==> config.mk <==
export PLATFORM = sky130hd
export DESIGN_NAME = memcopy_dma
export DESIGN_NICKNAME = d
export VERILOG_FILES = /design/src/rtl/mcd_pkg.sv /design/src/rtl/mcd_swap.sv /design/src/rtl/mcd_regs.sv /design/src/rtl/mcd_seq.sv /design/src/rtl/memcopy_dma.sv
export SDC_FILE = /design/constraint.sdc
export NUM_CORES = 1
export LEC_CHECK = 0
export BUFFER_PORTS_ARGS = -buffer_cell sky130_fd_sc_hd__buf_2
export CAP_MARGIN = 5
export CORE_MARGIN = 2
export CORE_UTILIZATION = 60
export DETAILED_ROUTE_END_ITERATION = 7
export PLACE_DENSITY = 0.87
export SLEW_MARGIN = 40
export SYNTH_ARGS = -nofsm -noshare
export SYNTH_HDL_FRONTEND = slang
export SYNTH_SLANG_ARGS = --single-unit
==> constraint.sdc <==
create_clock -name clk -period 6.55 [get_ports clk]
set_input_delay 1.31 -clock clk [delete_from_list [all_inputs] [get_ports clk]]
set_output_delay 1.31 -clock clk [all_outputs]
set_load 0.01 [all_outputs]
==> src/rtl/mcd_pkg.sv <==
package mcd_pkg;
  localparam int ADDR_W      = 32;
  localparam int DATA_W      = 32;
  localparam int XFER_CNT_W  = 16;
  localparam int BEAT_W      = 5;
  localparam int XFER_W      = XFER_CNT_W + 5;
  localparam int DESC_WORDS  = 4;
  localparam logic [DATA_W-1:0] WB_WORD = 32'h0000_0002;

  typedef enum logic [3:0] {
    S_IDLE, S_DREQ, S_DDATA, S_RREQ, S_RDATA,
    S_WREQ, S_WDATA, S_BREQ, S_BDATA, S_DONE
  } seq_state_e;

  typedef struct packed {
    logic                  swap;
    logic [1:0]            burst;
    logic [1:0]            size;
    logic [XFER_CNT_W-1:0] count;
  } xfer_cfg_t;

  function automatic logic [BEAT_W-1:0] burst_beats(input logic [1:0] code);
    case (code)
      2'd0:    return BEAT_W'(1);
      2'd1:    return BEAT_W'(4);
      2'd2:    return BEAT_W'(8);
      default: return BEAT_W'(16);
    endcase
  endfunction

  function automatic logic [ADDR_W-1:0] span_bytes(input logic [BEAT_W-1:0] n,
                                                   input logic [1:0] size);
    case (size)
      2'd0:    return ADDR_W'(n);
      2'd1:    return ADDR_W'(n) << 1;
      default: return ADDR_W'(n) << 2;
    endcase
  endfunction

  function automatic logic [ADDR_W-1:0] entry_addr(input logic [ADDR_W-1:0] base,
                                                   input logic [ADDR_W-1:0] idx);
    return {base[ADDR_W-1:4], 4'h0} + (idx << 4);
  endfunction
endpackage

==> src/rtl/mcd_swap.sv <==
module mcd_swap
  import mcd_pkg::*;
(
  input  logic              clk,
  input  logic              rst_n,
  input  logic [DATA_W-1:0] din,
  input  logic [1:0]        size,
  input  logic              en,
  output logic [DATA_W-1:0] dout
);
  localparam int LANES = DATA_W / 8;

  logic word_mode, half_mode;
  assign word_mode = en && (size >= 2'd2);
  assign half_mode = en && (size == 2'd1);

  for (genvar g = 0; g < LANES; g++) begin : g_lane
    localparam int WSRC = LANES - 1 - g;
    localparam int HSRC = (g < 2) ? (1 - g) : g;
    assign dout[8*g +: 8] = word_mode ? din[8*WSRC +: 8] :
                            half_mode ? din[8*HSRC +: 8] : din[8*g +: 8];
  end

  p_byte_passthru_r9: assert property (@(posedge clk) disable iff (!rst_n)
    (size == 2'd0) |-> (dout == din));
  p_word_reverse_r9: assert property (@(posedge clk) disable iff (!rst_n)
    (en && size == 2'd2) |-> (dout[31:24] == din[7:0] && dout[7:0] == din[31:24]));
endmodule

==> src/rtl/mcd_regs.sv <==
module mcd_regs
  import mcd_pkg::*;
#(
  parameter int RIDX_W = 8
) (
  input  logic              clk,
  input  logic              rst_n,
  input  logic              cfg_we,
  input  logic [2:0]        cfg_addr,
  input  logic [31:0]       cfg_wdata,
  output logic [31:0]       cfg_rdata,
  input  logic              busy,
  input  logic              evt_done,
  input  logic              evt_stall,
  output logic [ADDR_W-1:0] src_addr,
  output logic [ADDR_W-1:0] dst_addr,
  output xfer_cfg_t         xfer,
  output logic [ADDR_W-1:0] ring_base,
  output logic [RIDX_W-1:0] ring_len,
  output logic              start_single,
  output logic              start_ring,
  output logic              irq
);
  localparam logic [2:0] A_SRC = 3'd0, A_DST = 3'd1, A_XFER = 3'd2, A_GO = 3'd3,
                         A_RBASE = 3'd4, A_RLEN = 3'd5, A_STAT = 3'd6;

  logic done_q, stall_q, clr_done, clr_stall;
  logic go_write;

  assign go_write     = cfg_we && cfg_addr == A_GO && !busy;
  assign start_single = go_write && cfg_wdata[0];
  assign start_ring   = go_write && !cfg_wdata[0] && cfg_wdata[1];
  assign clr_done     = cfg_we && cfg_addr == A_STAT && cfg_wdata[0];
  assign clr_stall    = cfg_we && cfg_addr == A_STAT && cfg_wdata[1];
  assign irq          = done_q;

  always_ff @(posedge clk or negedge rst_n) begin
    if (!rst_n) begin
      src_addr  <= '0;
      dst_addr  <= '0;
      xfer      <= '0;
      ring_base <= '0;
      ring_len  <= '0;
    end else if (cfg_we) begin
      case (cfg_addr)
        A_SRC:   src_addr  <= cfg_wdata;
        A_DST:   dst_addr  <= cfg_wdata;
        A_XFER:  xfer      <= cfg_wdata[XFER_W-1:0];
        A_RBASE: ring_base <= cfg_wdata;
        A_RLEN:  ring_len  <= cfg_wdata[RIDX_W-1:0];
        default: ;
      endcase
    end
  end

  always_ff @(posedge clk or negedge rst_n) begin
    if (!rst_n) begin
      done_q  <= 1'b0;
      stall_q <= 1'b0;
    end else begin
      done_q  <= evt_done  | (done_q  & ~clr_done);
      stall_q <= evt_stall | (stall_q & ~clr_stall);
    end
  end

  always_comb begin
    case (cfg_addr)
      A_SRC:   cfg_rdata = src_addr;
      A_DST:   cfg_rdata = dst_addr;
      A_XFER:  cfg_rdata = 32'(xfer);
      A_RBASE: cfg_rdata = ring_base;
      A_RLEN:  cfg_rdata = 32'(ring_len);
      A_STAT:  cfg_rdata = {29'd0, busy, stall_q, done_q};
      default: cfg_rdata = '0;
    endcase
  end

  p_done_sets_irq_r10: assert property (@(posedge clk) disable iff (!rst_n)
    evt_done |=> irq);
  p_irq_sticky_r10: assert property (@(posedge clk) disable iff (!rst_n)
    (irq && !clr_done) |=> irq);
  p_no_start_busy_r12: assert property (@(posedge clk) disable iff (!rst_n)
    busy |-> !(start_single || start_ring));
endmodule

==> src/rtl/mcd_seq.sv <==
module mcd_seq
  import mcd_pkg::*;
#(
  parameter int RIDX_W    = 8,
  parameter int MAX_BURST = 16
) (
  input  logic              clk,
  input  logic              rst_n,
  input  logic              start_single,
  input  logic              start_ring,
  input  logic [ADDR_W-1:0] cfg_src,
  input  logic [ADDR_W-1:0] cfg_dst,
  input  xfer_cfg_t         cfg_xfer,
  input  logic [ADDR_W-1:0] ring_base,
  input  logic [RIDX_W-1:0] ring_len,
  output logic              busy,
  output logic              evt_done,
  output logic              evt_stall,
  output logic              rd_req_valid,
  input  logic              rd_req_ready,
  output logic [ADDR_W-1:0] rd_req_addr,
  output logic [BEAT_W-1:0] rd_req_beats,
  output logic [1:0]        rd_req_size,
  input  logic              rd_beat_valid,
  input  logic [DATA_W-1:0] rd_beat_data,
  output logic              wr_req_valid,
  input  logic              wr_req_ready,
  output logic [ADDR_W-1:0] wr_req_addr,
  output logic [BEAT_W-1:0] wr_req_beats,
  output logic [1:0]        wr_req_size,
  output logic              wr_beat_valid,
  input  logic              wr_beat_ready,
  output logic [DATA_W-1:0] wr_raw_data,
  output logic              swap_on
);
  localparam int BIDX_W = $clog2(MAX_BURST);

  seq_state_e             state_q;
  logic [ADDR_W-1:0]      src_q, dst_q;
  logic [XFER_CNT_W-1:0]  remain_q;
  logic [1:0]             size_q, burst_q;
  logic                   swap_q, ring_q;
  logic [RIDX_W-1:0]      ridx_q, ridx_next;
  logic [BEAT_W-1:0]      beat_cnt_q, beat_n_q, blen, next_n;
  logic [DATA_W-1:0]      stage_q [MAX_BURST];
  logic [ADDR_W-1:0]      cur_entry;
  xfer_cfg_t              desc_xfer;
  logic                   desc_last_beat, rd_last_beat, wr_last_beat, last_burst;

  assign blen      = burst_beats(burst_q);
  assign next_n    = (remain_q < XFER_CNT_W'(blen)) ? remain_q[BEAT_W-1:0] : blen;
  assign cur_entry = entry_addr(ring_base, ADDR_W'(ridx_q));
  assign desc_xfer = rd_beat_data[XFER_W-1:0];
  assign ridx_next = ({1'b0, ridx_q} + 1'b1 >= {1'b0, ring_len}) ? '0 : ridx_q + 1'b1;

  assign desc_last_beat = state_q == S_DDATA && rd_beat_valid && beat_cnt_q == BEAT_W'(DESC_WORDS - 1);
  assign rd_last_beat   = beat_cnt_q == beat_n_q - 1'b1;
  assign wr_last_beat   = beat_cnt_q == beat_n_q - 1'b1;
  assign last_burst     = remain_q == XFER_CNT_W'(beat_n_q);

  assign busy      = state_q != S_IDLE;
  assign evt_done  = state_q == S_DONE;
  assign evt_stall = desc_last_beat && !rd_beat_data[0];

  always_comb begin
    rd_req_valid  = 1'b0;
    rd_req_addr   = src_q;
    rd_req_beats  = next_n;
    rd_req_size   = size_q;
    wr_req_valid  = 1'b0;
    wr_req_addr   = dst_q;
    wr_req_beats  = beat_n_q;
    wr_req_size   = size_q;
    wr_beat_valid = 1'b0;
    wr_raw_data   = stage_q[beat_cnt_q[BIDX_W-1:0]];
    swap_on       = swap_q;
    case (state_q)
      S_DREQ: begin
        rd_req_valid = 1'b1;
        rd_req_addr  = cur_entry;
        rd_req_beats = BEAT_W'(DESC_WORDS);
        rd_req_size  = 2'd2;
      end
      S_RREQ:  rd_req_valid  = 1'b1;
      S_WREQ:  wr_req_valid  = 1'b1;
      S_WDATA: wr_beat_valid = 1'b1;
      S_BREQ: begin
        wr_req_valid = 1'b1;
        wr_req_addr  = cur_entry + ADDR_W'(12);
        wr_req_beats = BEAT_W'(1);
        wr_req_size  = 2'd2;
      end
      S_BDATA: begin
        wr_beat_valid = 1'b1;
        wr_raw_data   = WB_WORD;
        wr_req_size   = 2'd2;
        swap_on       = 1'b0;
      end
      default: ;
    endcase
  end

  always_ff @(posedge clk) begin
    if (state_q == S_RDATA && rd_beat_valid)
      stage_q[beat_cnt_q[BIDX_W-1:0]] <= rd_beat_data;
  end

  always_ff @(posedge clk or negedge rst_n) begin
    if (!rst_n) begin
      state_q    <= S_IDLE;
      src_q      <= '0;
      dst_q      <= '0;
      remain_q   <= '0;
      size_q     <= '0;
      burst_q    <= '0;
      swap_q     <= 1'b0;
      ring_q     <= 1'b0;
      ridx_q     <= '0;
      beat_cnt_q <= '0;
      beat_n_q   <= '0;
    end else begin
      case (state_q)
        S_IDLE: begin
          if (start_single) begin
            src_q    <= cfg_src;
            dst_q    <= cfg_dst;
            remain_q <= cfg_xfer.count;
            size_q   <= cfg_xfer.size;
            burst_q  <= cfg_xfer.burst;
            swap_q   <= cfg_xfer.swap;
            ring_q   <= 1'b0;
            state_q  <= (cfg_xfer.count == '0) ? S_DONE : S_RREQ;
          end else if (start_ring) begin
            ring_q  <= 1'b1;
            state_q <= S_DREQ;
          end
        end
        S_DREQ: if (rd_req_ready) begin
          beat_cnt_q <= '0;
          state_q    <= S_DDATA;
        end
        S_DDATA: if (rd_beat_valid) begin
          beat_cnt_q <= beat_cnt_q + 1'b1;
          case (beat_cnt_q[1:0])
            2'd0: src_q <= rd_beat_data;
            2'd1: dst_q <= rd_beat_data;
            2'd2: begin
              remain_q <= desc_xfer.count;
              size_q   <= desc_xfer.size;
              burst_q  <= desc_xfer.burst;
              swap_q   <= desc_xfer.swap;
            end
            default: state_q <= !rd_beat_data[0] ? S_IDLE :
                                (remain_q == '0) ? S_BREQ : S_RREQ;
          endcase
        end
        S_RREQ: if (rd_req_ready) begin
          beat_n_q   <= next_n;
          beat_cnt_q <= '0;
          state_q    <= S_RDATA;
        end
        S_RDATA: if (rd_beat_valid) begin
          if (rd_last_beat) begin
            beat_cnt_q <= '0;
            state_q    <= S_WREQ;
          end else begin
            beat_cnt_q <= beat_cnt_q + 1'b1;
          end
        end
        S_WREQ: if (wr_req_ready) state_q <= S_WDATA;
        S_WDATA: if (wr_beat_ready) begin
          if (wr_last_beat) begin
            src_q      <= src_q + span_bytes(beat_n_q, size_q);
            dst_q      <= dst_q + span_bytes(beat_n_q, size_q);
            remain_q   <= remain_q - XFER_CNT_W'(beat_n_q);
            beat_cnt_q <= '0;
            state_q    <= !last_burst ? S_RREQ : (ring_q ? S_BREQ : S_DONE);
          end else begin
            beat_cnt_q <= beat_cnt_q + 1'b1;
          end
        end
        S_BREQ:  if (wr_req_ready) state_q <= S_BDATA;
        S_BDATA: if (wr_beat_ready) state_q <= S_DONE;
        S_DONE: begin
          if (ring_q) begin
            ridx_q  <= ridx_next;
            state_q <= S_DREQ;
          end else begin
            state_q <= S_IDLE;
          end
        end
        default: state_q <= S_IDLE;
      endcase
    end
  end

  p_rd_req_hold_r1: assert property (@(posedge clk) disable iff (!rst_n)
    (rd_req_valid && !rd_req_ready) |=> (rd_req_valid && $stable(rd_req_addr)));
  p_wr_req_hold_r1: assert property (@(posedge clk) disable iff (!rst_n)
    (wr_req_valid && !wr_req_ready) |=> (wr_req_valid && $stable(wr_req_addr)));
  p_burst_cap_r7: assert property (@(posedge clk) disable iff (!rst_n)
    (state_q == S_RREQ) |-> (rd_req_beats != '0 && rd_req_beats <= burst_beats(burst_q)));
  p_stall_idle_r4: assert property (@(posedge clk) disable iff (!rst_n)
    evt_stall |=> !busy);
  p_ring_index_r6: assert property (@(posedge clk) disable iff (!rst_n)
    (state_q == S_DREQ && ring_len != '0) |-> (ridx_q < ring_len));
  p_wb_offset_r5: assert property (@(posedge clk) disable iff (!rst_n)
    (state_q == S_BREQ) |-> (wr_req_addr[3:0] == 4'hC && wr_req_beats == BEAT_W'(1)));
  p_done_pulse_r10: assert property (@(posedge clk) disable iff (!rst_n)
    evt_done |=> !evt_done);
endmodule

==> src/rtl/memcopy_dma.sv <==
module memcopy_dma
  import mcd_pkg::*;
#(
  parameter int RIDX_W    = 8,
  parameter int MAX_BURST = 16
) (
  input  logic        clk,
  input  logic        rst_n,
  input  logic        cfg_we,
  input  logic [2:0]  cfg_addr,
  input  logic [31:0] cfg_wdata,
  output logic [31:0] cfg_rdata,
  output logic        irq,
  output logic        rd_req_valid,
  input  logic        rd_req_ready,
  output logic [31:0] rd_req_addr,
  output logic [4:0]  rd_req_beats,
  output logic [1:0]  rd_req_size,
  input  logic        rd_beat_valid,
  input  logic [31:0] rd_beat_data,
  output logic        wr_req_valid,
  input  logic        wr_req_ready,
  output logic [31:0] wr_req_addr,
  output logic [4:0]  wr_req_beats,
  output logic [1:0]  wr_req_size,
  output logic        wr_beat_valid,
  input  logic        wr_beat_ready,
  output logic [31:0] wr_beat_data
);
  logic              busy, evt_done, evt_stall, start_single, start_ring, swap_on;
  logic [ADDR_W-1:0] src_addr, dst_addr, ring_base;
  logic [RIDX_W-1:0] ring_len;
  xfer_cfg_t         xfer;
  logic [DATA_W-1:0] wr_raw_data;

  mcd_regs #(.RIDX_W(RIDX_W)) regs_i (
    .clk, .rst_n, .cfg_we, .cfg_addr, .cfg_wdata, .cfg_rdata,
    .busy, .evt_done, .evt_stall,
    .src_addr, .dst_addr, .xfer, .ring_base, .ring_len,
    .start_single, .start_ring, .irq
  );

  mcd_seq #(.RIDX_W(RIDX_W), .MAX_BURST(MAX_BURST)) seq_i (
    .clk, .rst_n, .start_single, .start_ring,
    .cfg_src(src_addr), .cfg_dst(dst_addr), .cfg_xfer(xfer),
    .ring_base, .ring_len, .busy, .evt_done, .evt_stall,
    .rd_req_valid, .rd_req_ready, .rd_req_addr, .rd_req_beats, .rd_req_size,
    .rd_beat_valid, .rd_beat_data,
    .wr_req_valid, .wr_req_ready, .wr_req_addr, .wr_req_beats, .wr_req_size,
    .wr_beat_valid, .wr_beat_ready, .wr_raw_data, .swap_on
  );

  mcd_swap swap_i (
    .clk, .rst_n, .din(wr_raw_data), .size(wr_req_size), .en(swap_on),
    .dout(wr_beat_data)
  );
endmodule

### Yosys cells after proc, flatten, opt, wreduce, memory -nomap -nowiden

Memory sizes are Yosys's and may differ from the RTL's.
Cells that the tools add are included.

* bits in registers: 235
* bits in writable memories: 512
* output and inout bits: 146
* logic and storage cells: 214
* memories: 1

* $add $sub $neg: 9
* order comparisons: 3
* equality and inequality tests: 41
* mux-type cells: 85
* bitwise operators: 6
* reduce and logical (&&, ||, !) cells: 48

Memories
* seq_i.stage_q: words 16, bits a word 32, rd ports 1, clocked after Yosys merged registers in 0, wr ports 1, line mcd_seq.sv:45 `logic [DATA_W-1:0] stage_q [MAX_BURST];`

Operators by type and width (number)
* 32-bit two-way mux: 16
* 32-bit case mux with 3 select lines: 2
* 32-bit case mux with 6 select lines: 1
* 16-bit two-way mux: 5
* 4-bit two-way mux: 17
* 32-bit adder: 2
* 8-bit two-way mux: 7
* 16-bit case mux with 3 select lines: 1
* 5-bit two-way mux: 8
* 4-bit case mux with 10 select lines: 1
* 32-bit by 12-bit adder with 32-bit output: 1
* 32-bit by 4-bit adder with 32-bit output (second input constant): 1
* 16-bit zero test: 2
* 2-bit != test (second input constant): 13
* 5-bit case mux with 4 select lines: 1
* 6-bit AND reduction: 3
* 16-bit by 5-bit == test with 1-bit output: 1
* 4-bit by 3-bit == test with 1-bit output (second input constant): 4
* 16-bit by 5-bit less-than comparator with 1-bit output: 1
* 2-bit two-way mux: 8
* 2-bit AND reduction: 8
* 16-bit by 5-bit subtractor with 16-bit output: 1
* 5-bit case mux with 3 select lines: 1
* 1-bit logical AND: 14
* 38 further kinds: 73

### Depth between registers and ports, before layout

* depth in word-level cells: 9
* depth in mapped cells: 13
* mapped depth without buffers: 11

### By module

Synthesis repeated with hierarchy kept, for this count alone.

* cell total of the unflattened synthesis: 2718
* area total of the unflattened synthesis: 36408.7 µm²

Modules (own cells, without submodules)
* mcd_seq: times used 1, cells an instance 2166, area each 29689.7 µm²
* mcd_regs: times used 1, cells an instance 442, area each 6060.8 µm²
* mcd_swap: times used 1, cells an instance 110, area each 658.1 µm²

### Least setup slack after synthesis

Ideal clock, no wire load.

* kind: input to output
* start: input port cfg_addr[0]
* end: output port cfg_rdata[22]
* arrival: 2.890 ns
* data required time: 5.240 ns
* slack: 2.350 ns
* cell stages on the path: 7
* buffers on the path: 3
* cells stage by stage: clkbuf_1 buf_1 buf_1 mux2i_1 nor2_1 a21oi_1 nor2_1

* word-level cells in the longest chain between the ends: 2
* elaborated cells between the ends (all ways): 7
* classes of those cells: eq/ne (5); mux (1); reduce/logical (1)

RTL lines
* from (decl): line memcopy_dma.sv:10 `input logic [2:0] cfg_addr,`
* 3-bit == test, or another cell as far along: line mcd_regs.sv:67 `case (cfg_addr)`
* 32-bit case mux with 6 select lines (*): line mcd_regs.sv:67
* to (decl): line memcopy_dma.sv:12 `output logic [31:0] cfg_rdata,`

Mark *: on every way between the ends. The rest lies on a longest branch, timed or not.

### Final worst setup path

* start: register seq_i.beat_cnt_q[0]
* end: output port wr_beat_data[4]

* word-level cells in the longest chain between the ends: 4

RTL lines
* from (decl): line mcd_seq.sv:44 `logic [BEAT_W-1:0] beat_cnt_q, beat_n_q, blen, next_n;`
* from (signal assigned): line mcd_seq.sv:143 `beat_cnt_q <= beat_cnt_q + 1'b1;`
* from (signal assigned): line mcd_seq.sv:167 `beat_cnt_q <= beat_cnt_q + 1'b1;`
* from (signal assigned): line mcd_seq.sv:179 `beat_cnt_q <= beat_cnt_q + 1'b1;`
* memory read 16 x 32 bit (*)
* 32-bit two-way mux (*): line mcd_seq.sv:77 `case (state_q)`
* 8-bit two-way mux: line mcd_swap.sv:21 `half_mode ? din[8*HSRC +: 8] : din[8*g +: 8];`
* 8-bit two-way mux (*): line mcd_swap.sv:20 `assign dout[8*g +: 8] = word_mode ? din[8*WSRC +: 8] :`
* to (decl): line memcopy_dma.sv:28 `output logic [31:0] wr_beat_data`

Marked as above.

==> results.json <==
{
  "outcome": "finished clean",
  "slowest_stage": "dfrtp_4",
  "max-slew-margin-rel_pct": 40.9,
  "period_needed_ns": 5.20,
  "portBuffers": 219,
  "htreeDepth": 3,
  "fmax_mhz": 192,
  "clkTransAtPathRegs_ns": 0.06,
  "yosysSeqAreaShare_pct": 60.3,
  "routed_via_density": 7.08,
  "timing.critical_path.buf_inv": 3,
  "critical_path_class": "reg2out",
  "boundaryPins": 220,
  "hold_path.class": "reg2reg",
  "crit_top_cell": "mux4_2",
  "fin_crit_sh_pct": 79.4,
  "cts_tree": "done",
  "design_area_mm2": 0.0400,
  "yosysUniqueCellTypes": 83,
  "crit_chain": "buf_12 -> buf_4 -> mux4_2 -> mux4_2 -> a22oi_1 -> nand2_1 -> buf_2",
  "required_ns": 5.24,
  "drt-wirelength-per-cell_um": 30.2,
  "die_x_um": 246,
  "crit_cells": 7,
  "drt_first_pass_iters": 7,
  "hold_viol": 0,
  "synth_seq_cells": 747,
  "worst-endpoint-arrival_ns": 3.89,
  "tightest_slew_ns": 0.887,
  "synth-edff-count": 512,
  "place_area_mm2": 0.0373,
  "numClockSinks": 747,
  "final_common_cell": "edfxtp_1",
  "rows": 88,
  "root_buffer": "clkbuf_16",
  "start_kind": "flop",
  "wirelength_mm": 109,
  "hold_path_depth": 1,
  "design.core.area_mm2": 0.0579,
  "grt_first_pass_wirelength_mm": 161,
  "layout-drive-gt1-share_pct": 26.1,
  "antenna_found_initial": 7,
  "fin_skew_ns": 0.0213,
  "p_leak_nw": 14.8,
  "cts_resized": 0,
  "grtUsageTotal_pct": 36.2,
  "die_height_um": 246,
  "dieArea_mm2": 0.0607,
  "syn_to_final_growth_pct": 13.6,
  "drc": 0,
  "ir_drop_mv": 0.400,
  "finalMaxSlewViolations": 0,
  "setup_viol": 0,
  "ant_nets": 0,
  "cts_hold_buf": 0,
  "syn_nets": 2726,
  "reg2reg_depth": 10,
  "path_max_fanout": 27,
  "critPathTopFamily": "multiplexers",
  "grt_overflow": 0,
  "start_util_pct": 60.9,
  "fin_nets": 2905,
  "cp-end-kind": "output port",
  "cts_inserted_buffers": 74,
  "worstSkewPairLatency_ns": 0.63,
  "place_congestion": 0.942,
  "via_count": 25600,
  "dp_hpwl_mm": 69.2,
  "syn_inst": 2603,
  "drtIter0Drc": 3986,
  "maxCapViolCount": 0,
  "grt_pass1_vias": 25400,
  "setup-tns-final_ns": 0,
  "max_stage_delay_ns": 0.75,
  "synth_warnings": 0,
  "rsz0062_at_grt": "no",
  "async_flop_share_pct": 31.5,
  "grt_max_degree": 134,
  "powerDensity_mw_per_mm2": 456,
  "synthesis.area_mm2": 0.0353,
  "layout_common_cells": "edfxtp_1 (512), nand2_1 (236), dfrtp_1 (231)",
  "syn_avg_cell_area_um2": 13.5,
  "synth_flop_cell": "edfxtp_1",
  "clk_path_buf_depth": 3,
  "post_cts_buffers": 0
}
## final cells by class
class                           count  area (µm²)
Antenna cell                        4        10.0
Clock buffer                       95        2080
Sequential cell                   747       21300
Inverter                           45         171
Fill cell                        3859       17900
Timing Repair Buffer              270        1580
Multi-Input combinational cell   1644       13400
Tap cell                          765         957
Clock inverter                     39         581
## kinds of logic (layout without fill, tap and decap cells)
family,count (synthesis),in the layout,share of synthesized area (%)
buf+inv,212,449,2.30
compound gates,583,583,10.3
xor+xnor,53,53,1.32
simple gates,621,621,8.26
flops,747,747,60.3
mux,338,338,15.7
fa+ha+maj,49,49,1.78
other cells,0,4,0
## flip-flops by register name (all words and copies together), names as in the netlist
register / flops
regs_i.stall_q: 1
seq_i.burst_q: 2
regs_i.irq: 1
seq_i.ridx_q: 8
seq_i.src_q: 32
regs_i.ring_len: 8
seq_i.stage_q: 512
seq_i.ring_q: 1
seq_i.beat_cnt_q: 5
seq_i.swap_q: 1
regs_i.dst_addr: 32
regs_i.ring_base: 32
seq_i.remain_q: 16
seq_i.dst_q: 32
seq_i.size_q: 2
regs_i.xfer: 21
seq_i.state_q: 4
regs_i.src_addr: 32
seq_i.beat_n_q: 5
## worst paths after layout
path                                                  from                               to  slack [ns]
max reg2reg                    seq_i.size_q[0]$_DFFE_PN0P_      seq_i.dst_q[31]$_DFFE_PN0P_        2.24
min reg2reg                  seq_i.remain_q[9]$_DFFE_PN0P_    seq_i.remain_q[9]$_DFFE_PN0P_        0.50
max                        seq_i.beat_cnt_q[0]$_DFFE_PN0P_                  wr_beat_data[4]        1.35
max in group asynchronous                            rst_n  regs_i.dst_addr[24]$_DFFE_PN0P_        4.94
min                          seq_i.remain_q[9]$_DFFE_PN0P_    seq_i.remain_q[9]$_DFFE_PN0P_        0.50
min in group asynchronous                            rst_n   regs_i.ring_len[3]$_DFFE_PN0P_        0.56
## report_power, final
part	internal (mW)	leakage (nW)	switching (mW)
logic	2.85	6.03	4.26
registers	5.59	7.45	0.852
clock network	2.81	1.31	1.88
total	11.3	14.8	6.99
## metal layers
| metal | global-route usage, % | up-vias | part of all wire (%) |
|---|---|---|---|
| li1 | - | 10400 | - |
| met5 | 0 | - | 0.049 |
| met3 | 7.51 | 400 | 12 |
| met4 | 16.7 | 8 | 5.2 |
| met1 | 47.0 | 12700 | 35 |
| met2 | 58.9 | 2013 | 48 |
## per-stage QoR
| stage | std cells | hold slack (ns) | setup slack [ns] | util (%) | power, mW |
|---|---|---|---|---|---|
| after floorplan | 2603 | 0.448 | 2.35 | - | 10.8 |
| after global placement | 3467 | 0.478 | 1.96 | 64.3 | 12.9 |
| after detailed placement | 3470 | 0.481 | 1.83 | 64.4 | 13.3 |
| after CTS | 3604 | 0.498 | 1.27 | 69.0 | 18.0 |
| after global routing | 3606 | 0.522 | 1.19 | 69.1 | 18.9 |
| final | 3609 | 0.501 | 1.35 | 69.2 | 18.2 |
## synthesized netlist by cell type, types with 11 or more instances
library cell / count / area [µm²]
xor2_1: 29 / 254
buf_2: 11 / 55.1
inv_1: 43 / 161
a22oi_1: 19 / 143
and3_1: 19 / 119
nor3_1: 23 / 115
nor2b_1: 15 / 93.8
o31ai_1: 19 / 143
mux4_2: 160 / 3600
nand2b_1: 19 / 119
a211oi_1: 12 / 90.1
mux2_2: 132 / 1490
nor2_1: 166 / 623
dfrtp_1: 235 / 5880
o21ai_0: 201 / 1010
mux2i_1: 46 / 460
buf_1: 25 / 93.8
or3_1: 12 / 75.1
clkbuf_1: 130 / 488
nand2_1: 238 / 893
a31oi_1: 35 / 219
edfxtp_1: 512 / 15400
o22ai_1: 16 / 100
xnor2_1: 24 / 210
ha_1: 47 / 588
and2_1: 14 / 87.6
nand4_1: 20 / 125
a21o_1: 19 / 143
nand3_1: 38 / 190
a22o_1: 24 / 210
a21oi_1: 136 / 681
Note: power is estimated with default switching activity, not from simulation.
